File: src/rtl/wdt_keyed_pkg.sv
package wdt_keyed_pkg;

    typedef enum logic [1:0] {
        WS_STOP = 2'd0,
        WS_RUN  = 2'd1,
        WS_FIRE = 2'd2
    } wdt_state_e;

    typedef enum logic [1:0] {
        KP_NONE  = 2'd0,
        KP_START = 2'd1,
        KP_STOP  = 2'd2
    } key_pend_e;

    localparam logic [31:0] KEY_GO_A   = 32'h0000_FF00;
    localparam logic [31:0] KEY_GO_B   = 32'h0000_00FF;
    localparam logic [31:0] KEY_HALT_A = 32'h0000_EE00;
    localparam logic [31:0] KEY_HALT_B = 32'h0000_00EE;

    localparam int OFS_COUNT = 0;
    localparam int OFS_TICKS = 1;
    localparam int OFS_SOFT  = 2;

endpackage

File: src/rtl/wdt_key_detect.sv
module wdt_key_detect
    import wdt_keyed_pkg::*;
(
    input  logic        clk,
    input  logic        rst,
    input  logic        wr_en,
    input  logic        sel_count,
    input  logic [31:0] wdata,
    output logic        start_evt,
    output logic        stop_evt,
    output logic        is_key
);

    key_pend_e pend_q;
    key_pend_e pend_d;

    always_comb begin
        is_key    = (wdata == KEY_GO_A) || (wdata == KEY_GO_B) ||
                    (wdata == KEY_HALT_A) || (wdata == KEY_HALT_B);
        start_evt = wr_en && sel_count && (wdata == KEY_GO_B) && (pend_q == KP_START);
        stop_evt  = wr_en && sel_count && (wdata == KEY_HALT_B) && (pend_q == KP_STOP);
        pend_d    = pend_q;
        if (wr_en) begin
            if (sel_count && wdata == KEY_GO_A) begin
                pend_d = KP_START;
            end else if (sel_count && wdata == KEY_HALT_A) begin
                pend_d = KP_STOP;
            end else begin
                pend_d = KP_NONE;
            end
        end
    end

    always_ff @(posedge clk) begin
        if (rst) begin
            pend_q <= KP_NONE;
        end else begin
            pend_q <= pend_d;
        end
    end

endmodule

File: src/rtl/wdt_pulse_len.sv
module wdt_pulse_len #(
    parameter int PULSE_W = 32
) (
    input  logic               clk,
    input  logic               rst,
    input  logic               load,
    input  logic               active,
    input  logic [PULSE_W-1:0] ticks,
    output logic               last
);

    logic [PULSE_W-1:0] left_q;

    always_ff @(posedge clk) begin
        if (rst) begin
            left_q <= '0;
        end else if (load) begin
            left_q <= ticks;
        end else if (active && left_q != '0) begin
            left_q <= left_q - 1'b1;
        end
    end

    assign last = (left_q <= PULSE_W'(1));

endmodule

File: src/rtl/wdt_keyed.sv
module wdt_keyed
    import wdt_keyed_pkg::*;
#(
    parameter int CNT_W     = 32,
    parameter int PULSE_W   = 32,
    parameter int ADDR_W    = 2,
    parameter int PULSE_RST = 50
) (
    input  logic              clk,
    input  logic              rst,
    input  logic              wr_en,
    input  logic [ADDR_W-1:0] addr,
    input  logic [31:0]       wdata,
    output logic [31:0]       rdata,
    output logic              wdt_rst_o
);

    localparam logic [ADDR_W-1:0] A_COUNT = ADDR_W'(OFS_COUNT);
    localparam logic [ADDR_W-1:0] A_TICKS = ADDR_W'(OFS_TICKS);
    localparam logic [ADDR_W-1:0] A_SOFT  = ADDR_W'(OFS_SOFT);

    wdt_state_e         state_q;
    wdt_state_e         state_d;
    logic [CNT_W-1:0]   cnt_q;
    logic [CNT_W-1:0]   dflt_q;
    logic [PULSE_W-1:0] ticks_q;

    logic wr_cnt;
    logic soft_req;
    logic start_evt;
    logic stop_evt;
    logic is_key;
    logic load_val;
    logic pulse_load;
    logic pulse_last;

    assign wr_cnt   = wr_en && (addr == A_COUNT);
    assign soft_req = wr_en && (addr == A_SOFT) && wdata[0];
    assign load_val = wr_cnt && !is_key && (state_q != WS_RUN);

    wdt_key_detect u_keys (
        .clk       (clk),
        .rst       (rst),
        .wr_en     (wr_en),
        .sel_count (addr == A_COUNT),
        .wdata     (wdata),
        .start_evt (start_evt),
        .stop_evt  (stop_evt),
        .is_key    (is_key)
    );

    assign pulse_load = (state_d == WS_FIRE) && ((state_q != WS_FIRE) || soft_req);

    wdt_pulse_len #(.PULSE_W(PULSE_W)) u_pulse (
        .clk    (clk),
        .rst    (rst),
        .load   (pulse_load),
        .active (state_q == WS_FIRE),
        .ticks  (ticks_q),
        .last   (pulse_last)
    );

    // Next-state logic
    always_comb begin
        state_d = state_q;
        if (soft_req) begin
            state_d = WS_FIRE;                        // SOFT
        end else begin
            unique case (state_q)
                WS_STOP: if (start_evt) state_d = WS_RUN;    // START
                WS_RUN: begin
                    if (stop_evt)            state_d = WS_STOP; // HALT
                    else if (cnt_q == '0)    state_d = WS_FIRE; // EXPIRE
                end
                WS_FIRE: if (pulse_last) state_d = WS_STOP;     // RELEASE
                default: state_d = WS_STOP;
            endcase
        end
    end

    // State register
    always_ff @(posedge clk) begin
        if (rst) begin
            state_q <= WS_STOP;
        end else begin
            state_q <= state_d;
        end
    end

    // Count, default and pulse-length registers
    always_ff @(posedge clk) begin
        if (rst) begin
            cnt_q   <= '1;
            dflt_q  <= '1;
            ticks_q <= PULSE_W'(PULSE_RST);
        end else begin
            if (load_val) begin
                dflt_q <= wdata[CNT_W-1:0];
                cnt_q  <= wdata[CNT_W-1:0];
            end else if (state_q == WS_RUN && state_d == WS_RUN) begin
                cnt_q <= cnt_q - 1'b1;
            end else if (state_d != WS_RUN) begin
                cnt_q <= dflt_q;
            end
            if (wr_en && addr == A_TICKS) begin
                ticks_q <= wdata[PULSE_W-1:0];
            end
        end
    end

    // Outputs
    always_comb begin
        wdt_rst_o = (state_q == WS_FIRE);
        rdata     = '0;
        if (addr == A_COUNT) begin
            rdata[CNT_W-1:0] = cnt_q;
        end else if (addr == A_TICKS) begin
            rdata[PULSE_W-1:0] = ticks_q;
        end
    end

endmodule

File: config.mk
export PLATFORM = sky130hd
export DESIGN_NAME = wdt_keyed
export DESIGN_NICKNAME = d
export VERILOG_FILES = /design/src/rtl/wdt_keyed_pkg.sv /design/src/rtl/wdt_key_detect.sv /design/src/rtl/wdt_pulse_len.sv /design/src/rtl/wdt_keyed.sv
export SDC_FILE = /design/constraint.sdc
export NUM_CORES = 1
export LEC_CHECK = 0
export ABC_AREA = 1
export CAP_MARGIN = 0
export CORE_MARGIN = 2
export CORE_UTILIZATION = 30
export DETAILED_ROUTE_END_ITERATION = 16
export PLACE_DENSITY = 0.58
export SLEW_MARGIN = 20
export SYNTH_ARGS = -nofsm -noshare
export SYNTH_HDL_FRONTEND = slang
export SYNTH_SLANG_ARGS = --single-unit
File: constraint.sdc
create_clock -name clk -period 4.9 [get_ports clk]
set_clock_uncertainty 0.1 [all_clocks]
set_input_delay 0.98 -clock clk [delete_from_list [all_inputs] [get_ports clk]]
set_output_delay 0.98 -clock clk [all_outputs]
set_load 0.005 [all_outputs]
Word-level counts from Yosys, hierarchy flattened
Cells that the tools add are included.

cells by class
  add/subtract/negate cells = 2
  magnitude comparators = 1
  equality and inequality tests = 15
  multiplexer cells = 15
  reduce and logical (&&, ||, !) cells = 26

operator list
  kind                   number
  $mux 32                7
  $eq 32x16->1 const B   2
  $eq 32x8->1 const B    2
  $sub 32x1->32 const B  2
  $le 32x1->1 const B    1
  $logic_not 32->1       1
  $reduce_bool 32->1     1
  $logic_and 1x1->1      15
  $mux 2                 7
  $eq 2x1->1 const B     4
  $eq 2x2->1 const B     4
  $pmux 2 s3             1
  $logic_not 2->1        2
  $logic_or 1x1->1       4
  $ne 2x1->1 const B     2
  $reduce_bool 3->1      1
  $ne 2x2->1 const B     1
  $reduce_bool 2->1      1
  $logic_not 1->1        1

word-level totals
  bits in registers = 132
  output and inout bits = 33

Longest topological paths before layout
Gate-level depths: netlist (run 1).

  depth in word-level cells = 11
  gate-level depth with buffers = 16
  mapped depth without buffers = 15

Modules after synthesis
From an unflattened synthesis (run 1), not the netlist that was laid out.

unflattened totals
  cell total of the unflattened synthesis = 1311
  area, all modules = 8055.2 um^2

by module, submodules not included
  module          times used  cells each  area each (um^2)  seq. area each (um^2)
  wdt_keyed       1           813         5262.5            1961.9
  wdt_pulse_len   1           407         2386.0            640.6
  wdt_key_detect  1           91          406.6             40.0

Least setup slack after synthesis (run 1)
Ideal clock, no wire load.

  path kind = input -> output
  from = input addr[0]
  to = output rdata[21]
  data arrival time = 1.839 ns
  data required time = 3.820 ns
  setup slack = 1.981 ns
  stages on the path = 6
  path buffers = 2
  cell sequence = inv_1 > nor2_1 > inv_1 > clkbuf_1 > buf_1 > o22ai_1

on the way
  word-level cells in the longest chain between the ends = 3
  elaborated cells between the ends (all ways) = 4

RTL lines
  item                RTL line          source
  start: declaration  wdt_keyed.sv:12   input logic [ADDR_W-1:0] addr,
  $eq 2x1->1          wdt_keyed.sv:117  end else if (addr == A_TICKS) begin
  $mux 32             wdt_keyed.sv:117
  $mux 32 (*)         wdt_keyed.sv:115  if (addr == A_COUNT) begin
  end: declaration    wdt_keyed.sv:14   output logic [31:0] rdata,

Every way passes the cells marked *; elsewhere a longest branch is shown, timed or not.

Final worst setup path (run 1)
  from = input addr[0]
  to = output rdata[19]

Same word-level chain as after synthesis.

==> results.yml, run 1 <==
global_routing:
  grt.overflow.total: 0
  antenna_found_initial: 0
  grt_use_total_pct: 18.5
  grt_start_max_net_pins: 64
  grt_first_pass_wirelength_um: 41500
  grt_pass1_vias: 7900
clock_tree:
  cts.htree.levels: 4
  root_buffer: "clkbuf_16"
  clk_pin_slew_worst_paths_ns: 0.06
  hold_buffers: 0
  cts.repair.resized: 0
  clk_latency_ns: 0.42
  cts_inserted_buffers: 17
  clock_sinks: 132
  clock_path_buffers: 2
  postCtsSetupBuffers: 0
  cts_tree: "done"
setup_path:
  reg2reg_from: "u_pulse.left_q[0]"
  cp-start-kind: "primary input"
  worst_r2r_path_depth: 10
  cp.required_ns: 3.82
  r2r_end: "u_pulse.left_q[8]"
  end_kind: "output pin"
  r2r_slack_ns: 2.22
  cp_max_fo: 30
  crit_type: "primary input to output pin"
  arrival_ns: 3.15
place:
  hpwl_um: 18900
  routabilityCongestion: 0.929
  portBuffers: 69
  dpl_cell_area_mm2: 0.00901
sta:
  rsz0062_at_grt: "no"
  fmax_mhz: 237
  worstMarginPinSlew_ns: 1.08
  final-max-slew-violation-count: 0
  hold_viol: 0
  min_period_ns: 4.23
  slew_headroom_pct: 28.1
  min_period_over_period_pct: 86.3
  final-setup-viol-count: 0
  fin_setup_tns_ns: 0
route:
  ant_nets: 0
  drt_wl_total_um: 25900
  vias_per_cell: 4.81
  vias: 8162
  drtPass1Iterations: 5
  post_drt_wl_per_cell_um: 15.3
  drt-initial-drc-count: 557
  drc: 0
power_and_ir_drop:
  power_density_mw_per_mm2: 332
  power.leakage_uw: 0.00448
  vdd_drop_max_mv: 0.266
yosys:
  syn_avg_cell_area_um2: 6.22
  synth.distinct_cells: 46
  synth-edff-count: 0
  syn_inst: 1303
  synth_top_area_cell: "dfxtp_1"
  synth_warnings: 0
  yosys-top-cells-area: "dfxtp_1 (33%), nand2_1 (16%), nor2_1 (8.5%)"
  seq_area_frac_synth_pct: 32.6
  synth.top_cell.area_share_pct: 32.6
  async_reset_ff_share_pct: 0
  synth-seq-cells: 132
  synth_nets: 1343
  synth_area_mm2: 0.00811
  ys.flop_type: "dfxtp_1"
hold_path:
  whs_path_depth: 2
  hp-class: "flip-flop to flip-flop"
  min_to: "dflt_q[1]"
  min_from: "dflt_q[1]"
final_layout:
  drive_gt1_share_pct: 7.31
  fillers: 2876
  nets: 1382
  fin_area_mm2: 0.00974
  post-route-util_pct: 36.4
  n_antenna_cell: 0
  area.growth.synth_to_final_pct: 20.2
floorplanning:
  start_util_pct: 30.3
  coreArea_mm2: 0.0267
  die_w_um: 168
  die_y_um: 168
  die_area_mm2: 0.0283
  ioPinCount: 70
  rows: 60
outcome:
  status: "finished, final reports clean"
flow_run:
  drv_cap: 0
## cells by family after synthesis
| group | share of synthesized area, % |
|---|---|
| simple gates | 37.9 |
| xor+xnor | 4.32 |
| buf+inv | 12.3 |
| fa+ha+maj | 0.463 |
| compound gates | 12.3 |
| flops | 32.6 |
## synthesized netlist by cell type, types with 2 or more instances
library cell and number:
a211oi_2 2, a21oi_1 43, a31oi_1 17, a31oi_2 2, and2_1 5, buf_1 3
buf_12 2, buf_2 12, buf_4 3, buf_6 2, clkbuf_1 34, clkinv_1 2
dfxtp_1 132, ha_1 3, inv_1 170, inv_2 11, nand2_1 351, nand2_2 14
nand2_4 3, nand3_1 68, nand3_2 3, nand3b_1 2, nand4_1 40, nor2_1 183
nor2_2 11, nor2_4 4, nor3_1 12, o21ai_0 82, o21ai_1 4, o21bai_1 2
o22ai_1 28, xnor2_1 6, xor2_1 34
## metrics by stage
| stage | instances | setup WS [ns] | total power [uW] | hold slack [ns] |
|---|---|---|---|---|
| finish | 1696 | 0.672 | 3240 | 0.353 |
| floorplan | 1303 | 1.98 | 1490 | 0.324 |
| detailed placement | 1664 | 0.686 | 1670 | 0.339 |
| CTS | 1696 | 0.686 | 3260 | 0.356 |
| global route | 1696 | 0.532 | 3370 | 0.374 |
| global placement | 1664 | 0.768 | 1670 | 0.333 |
## cells in the final DEF, fill, tap and decap left out, types with 3 or more instances in the layout
| cell | n |
|---|---|
| nor3_1 | 12 |
| clkbuf_16 | 17 |
| xnor2_1 | 6 |
| ha_1 | 3 |
| and2_1 | 5 |
| o22ai_1 | 28 |
| nor2_2 | 10 |
| clkdlybuf4s50_1 | 68 |
| nand4_1 | 40 |
| nand2_1 | 351 |
| o21ai_0 | 82 |
| a31oi_1 | 17 |
| bufinv_16 | 8 |
| nand3_1 | 68 |
| o21ai_1 | 4 |
| dfxtp_1 | 132 |
| nand3_2 | 3 |
| nand2_4 | 3 |
| clkinv_4 | 3 |
| inv_2 | 12 |
| nor2_4 | 5 |
| inv_1 | 170 |
| buf_4 | 6 |
| a21oi_1 | 43 |
| nand2_2 | 14 |
| xor2_1 | 34 |
| nor2_1 | 183 |
## how the worst max path moves through the flow
| stage | from | end | slack, ns | depth (start not counted) |
|---|---|---|---|---|
| 6_report | addr[0] | rdata[19] | 0.67 | 6 |
| 4_1_cts | addr[0] | rdata[19] | 0.69 | 6 |
| 2_1_floorplan | addr[0] | rdata[21] | 1.98 | 6 |
| 3_3_place_gp | addr[0] | rdata[19] | 0.77 | 6 |
| 3_5_place_dp | addr[0] | rdata[19] | 0.69 | 6 |
| 5_1_grt | addr[0] | rdata[19] | 0.53 | 6 |
## critical path, cell delays in order
cell,delay (ns)
clkdlybuf4s50_1,0.50
inv_1,0.06
nor2_1,0.19
inv_1,0.49
o21ai_0,0.37
clkdlybuf4s50_1,0.55
## where the power goes
part | internal [uW] | total (uW) | switching, uW
clock network | 1090 | 1580 | 497
logic | 187 | 492 | 305
registers | 1120 | 1160 | 35.6
total | 2400 | 3240 | 838
## metal layers
metal | wire (um) | GRT usage [%] | share of wire, %
met2 | 12400 | 31.7 | 48
met3 | 1070 | 2.91 | 4.1
met4 | 738 | 6.67 | 2.8
met1 | 11700 | 23.6 | 45
met5 | 0 | 0 | 0
## layout make-up
class | instances | area, um^2 | area share (%)
multi-input combinational | 929 | 4470 | 45.9
sequential | 132 | 2640 | 27.1
timing repair buffer | 77 | 771 | 7.91
inverter | 185 | 702 | 7.21
clock buffer | 20 | 457 | 4.69
tap | 341 | 427 | 4.38
clock inverter | 12 | 274 | 2.81
## state kept, by name (all words and copies together) (netlist names)
| register | count |
|---|---|
| dflt_q | 32 |
| ticks_q | 32 |
| u_keys.pend_q | 2 |
| cnt_q | 32 |
| state_q | 2 |
| u_pulse.left_q | 32 |
(Power assumes the default switching activity.)
==> run 2: changes to the inputs <==
Settings changed: SYNTH_HIERARCHICAL set to 1.
==> run 2 against run 1 <==
Compared with the run above: final area shrank 2.3%; critical path type unchanged; utilization shrank 0.14 points; cell count grew 0.47%; die area shrank 0.60%; register-to-register slack lost 0.45 ns; total power shrank 3.3%; setup slack gained 0.11 ns; largest cell class unchanged; clock-buffer cell count shrank 2; wire length grew 3.3%; flip-flop and latch count is the same; sequential power grew 3%; non-clock buffer count grew 4.
==> results.yml, run 2 <==
sta:
  worstMarginPinSlew_ns: 1.03
  rsz0062_at_grt: "no"
  min_period_over_period_pct: 84.1
  min_period_ns: 4.12
  slew_headroom_pct: 30.9
  final-max-slew-violation-count: 0
  fin_setup_tns_ns: 0
  final-setup-viol-count: 0
  hold_viol: 0
  fmax_mhz: 243
clock_tree:
  cts_tree: "done"
  clock_path_buffers: 2
  clk_latency_ns: 0.43
  postCtsSetupBuffers: 0
  clock_sinks: 132
  hold_buffers: 0
  clk_pin_slew_worst_paths_ns: 0.06
  root_buffer: "clkbuf_16"
  cts_inserted_buffers: 17
  cts.htree.levels: 4
  cts.repair.resized: 0
global_routing:
  use_met3_pct: 3.31
  grt_pass1_vias: 7816
  grt_first_pass_wirelength_um: 42400
  grtUsageMet1_pct: 23.7
  grt_use_total_pct: 19.1
  grt_start_max_net_pins: 62
  antenna_found_initial: 0
  grt.overflow.total: 0
  grt_util_met2_pct: 33.9
  grt-busiest-layer: "met2"
setup_path:
  cp.required_ns: 3.82
  r2r_end: "u_pulse/left_q[1]"
  cp_max_fo: 30
  reg2reg_from: "cnt_q[0]"
  r2r_slack_ns: 1.77
  crit_type: "primary input to output pin"
  arrival_ns: 3.04
  cp-start-kind: "primary input"
  end_kind: "output pin"
  worst_r2r_path_depth: 15
yosys:
  async_reset_ff_share_pct: 0
  synth-seq-cells: 132
  synth_warnings: 6
  synth.top_cell.area_share_pct: 32.8
  synth.distinct_cells: 39
  synth_top_area_cell: "dfxtp_1"
  ys.flop_type: "dfxtp_1"
  seq_area_frac_synth_pct: 32.8
  syn_avg_cell_area_um2: 6.14
  yosys-top-cells-area: "dfxtp_1 (33%), nand2_1 (16%), nor2_1 (9.6%)"
  yosysMostFrequentCell: "nand2_1"
  synth-edff-count: 0
  synth_nets: 1351
  synth_area_mm2: 0.00806
  syn_inst: 1311
  yosys-top-cells-count: "nand2_1 (343), nor2_1 (205), inv_1 (152)"
place:
  routabilityCongestion: 0.901
  hpwl_um: 20100
  portBuffers: 69
route:
  vias_per_cell: 4.92
  ant_nets: 0
  drtPass1Iterations: 8
  drt_wl_total_um: 26800
  vias: 8391
  post_drt_wl_per_cell_um: 15.7
  drt-initial-drc-count: 635
  drc: 0
floorplanning:
  coreArea_mm2: 0.0262
  die_w_um: 168
  die_area_mm2: 0.0282
  rows: 59
  ioPinCount: 70
  die_y_um: 168
  start_util_pct: 30.7
final_layout:
  final_common_cell: "nand2_1"
  nets: 1396
  area.growth.synth_to_final_pct: 18.1
  n_antenna_cell: 0
  final_cell_mix: "nand2_1 (343), nor2_1 (205), inv_1 (151), nand3_1 (140), dfxtp_1 (132)"
  post-route-util_pct: 36.3
  drive_gt1_share_pct: 5.99
hold_path:
  min_to: "dflt_q[9]"
  whs_path_depth: 2
  min_from: "dflt_q[9]"
  hp-class: "flip-flop to flip-flop"
power_and_ir_drop:
  vdd_drop_max_mv: 0.252
  power.leakage_uw: 0.00440
  power_density_mw_per_mm2: 329
flow_run:
  drv_cap: 0
outcome:
  status: "finished, final reports clean"
==> run 2: report_power, final <==
| group | total, uW | switching [uW] | internal (uW) |
|---|---|---|---|
| clock | 1180 | 519 | 662 |
| combinational | 750 | 476 | 274 |
| sequential | 1200 | 58.1 | 1140 |
==> run 2: through the flow <==
| stage | setup WS [ns] | power (uW) | hold slack (ns) | instances | instance area [um^2] |
|---|---|---|---|---|---|
| 6_report | 0.779 | 3130 | 0.367 | 1704 | 9510 |
| 5_1_grt | 0.571 | 3290 | 0.389 | 1704 | 9510 |
| 4_1_cts | 0.792 | 3140 | 0.371 | 1704 | 9510 |
| 3_5_place_dp | 0.795 | 1960 | 0.354 | 1672 | 8970 |
| 3_3_place_gp | 0.841 | 1950 | 0.351 | 1672 | 8970 |
| 2_1_floorplan | 1.75 | 1720 | 0.337 | 1311 | 8060 |
==> run 2: worst max-delay path, cell delays in order <==
cell             delay [ns]
clkdlybuf4s50_1        0.45
inv_1                  0.06
nor2_1                 0.19
inv_1                  0.49
o22ai_1                0.32
clkdlybuf4s50_1        0.55
==> run 2: worst max path at each step <==
stage | from | end | depth (start not counted)
global route | addr[0] | rdata[14] | 6
detailed placement | addr[0] | rdata[15] | 6
floorplan | wdata[31] | u_pulse/left_q[4] | 18
global placement | addr[0] | rdata[30] | 6
CTS | addr[0] | rdata[15] | 6
finish | addr[0] | rdata[14] | 6
==> run 2: final cells by class <==
cell class,count,area (um^2)
inverters,166,626
clock buffers,18,439
fillers,2816,16700
flip-flops and latches,132,2640
repair buffers,81,781
clock inverters,14,108
well taps,335,419
multi-input cells,958,4500
==> run 2: logic make-up after synthesis <==
kind of cell / after synthesis / synth area share, %
compound gates: 174 / 11.8
xor+xnor: 41 / 4.46
fa+ha+maj: 3 / 0.466
buf+inv: 221 / 11.4
flops: 132 / 32.8
mux: 1 / 0.124
simple gates: 739 / 39.0
==> run 2: layer usage <==
layer / share of wire [%] / vias to the layer above
met5: 0 / -
met4: 2.3 / 0
met3: 4.4 / 44
met2: 49 / 211
met1: 44 / 3879
li1: - / 4257
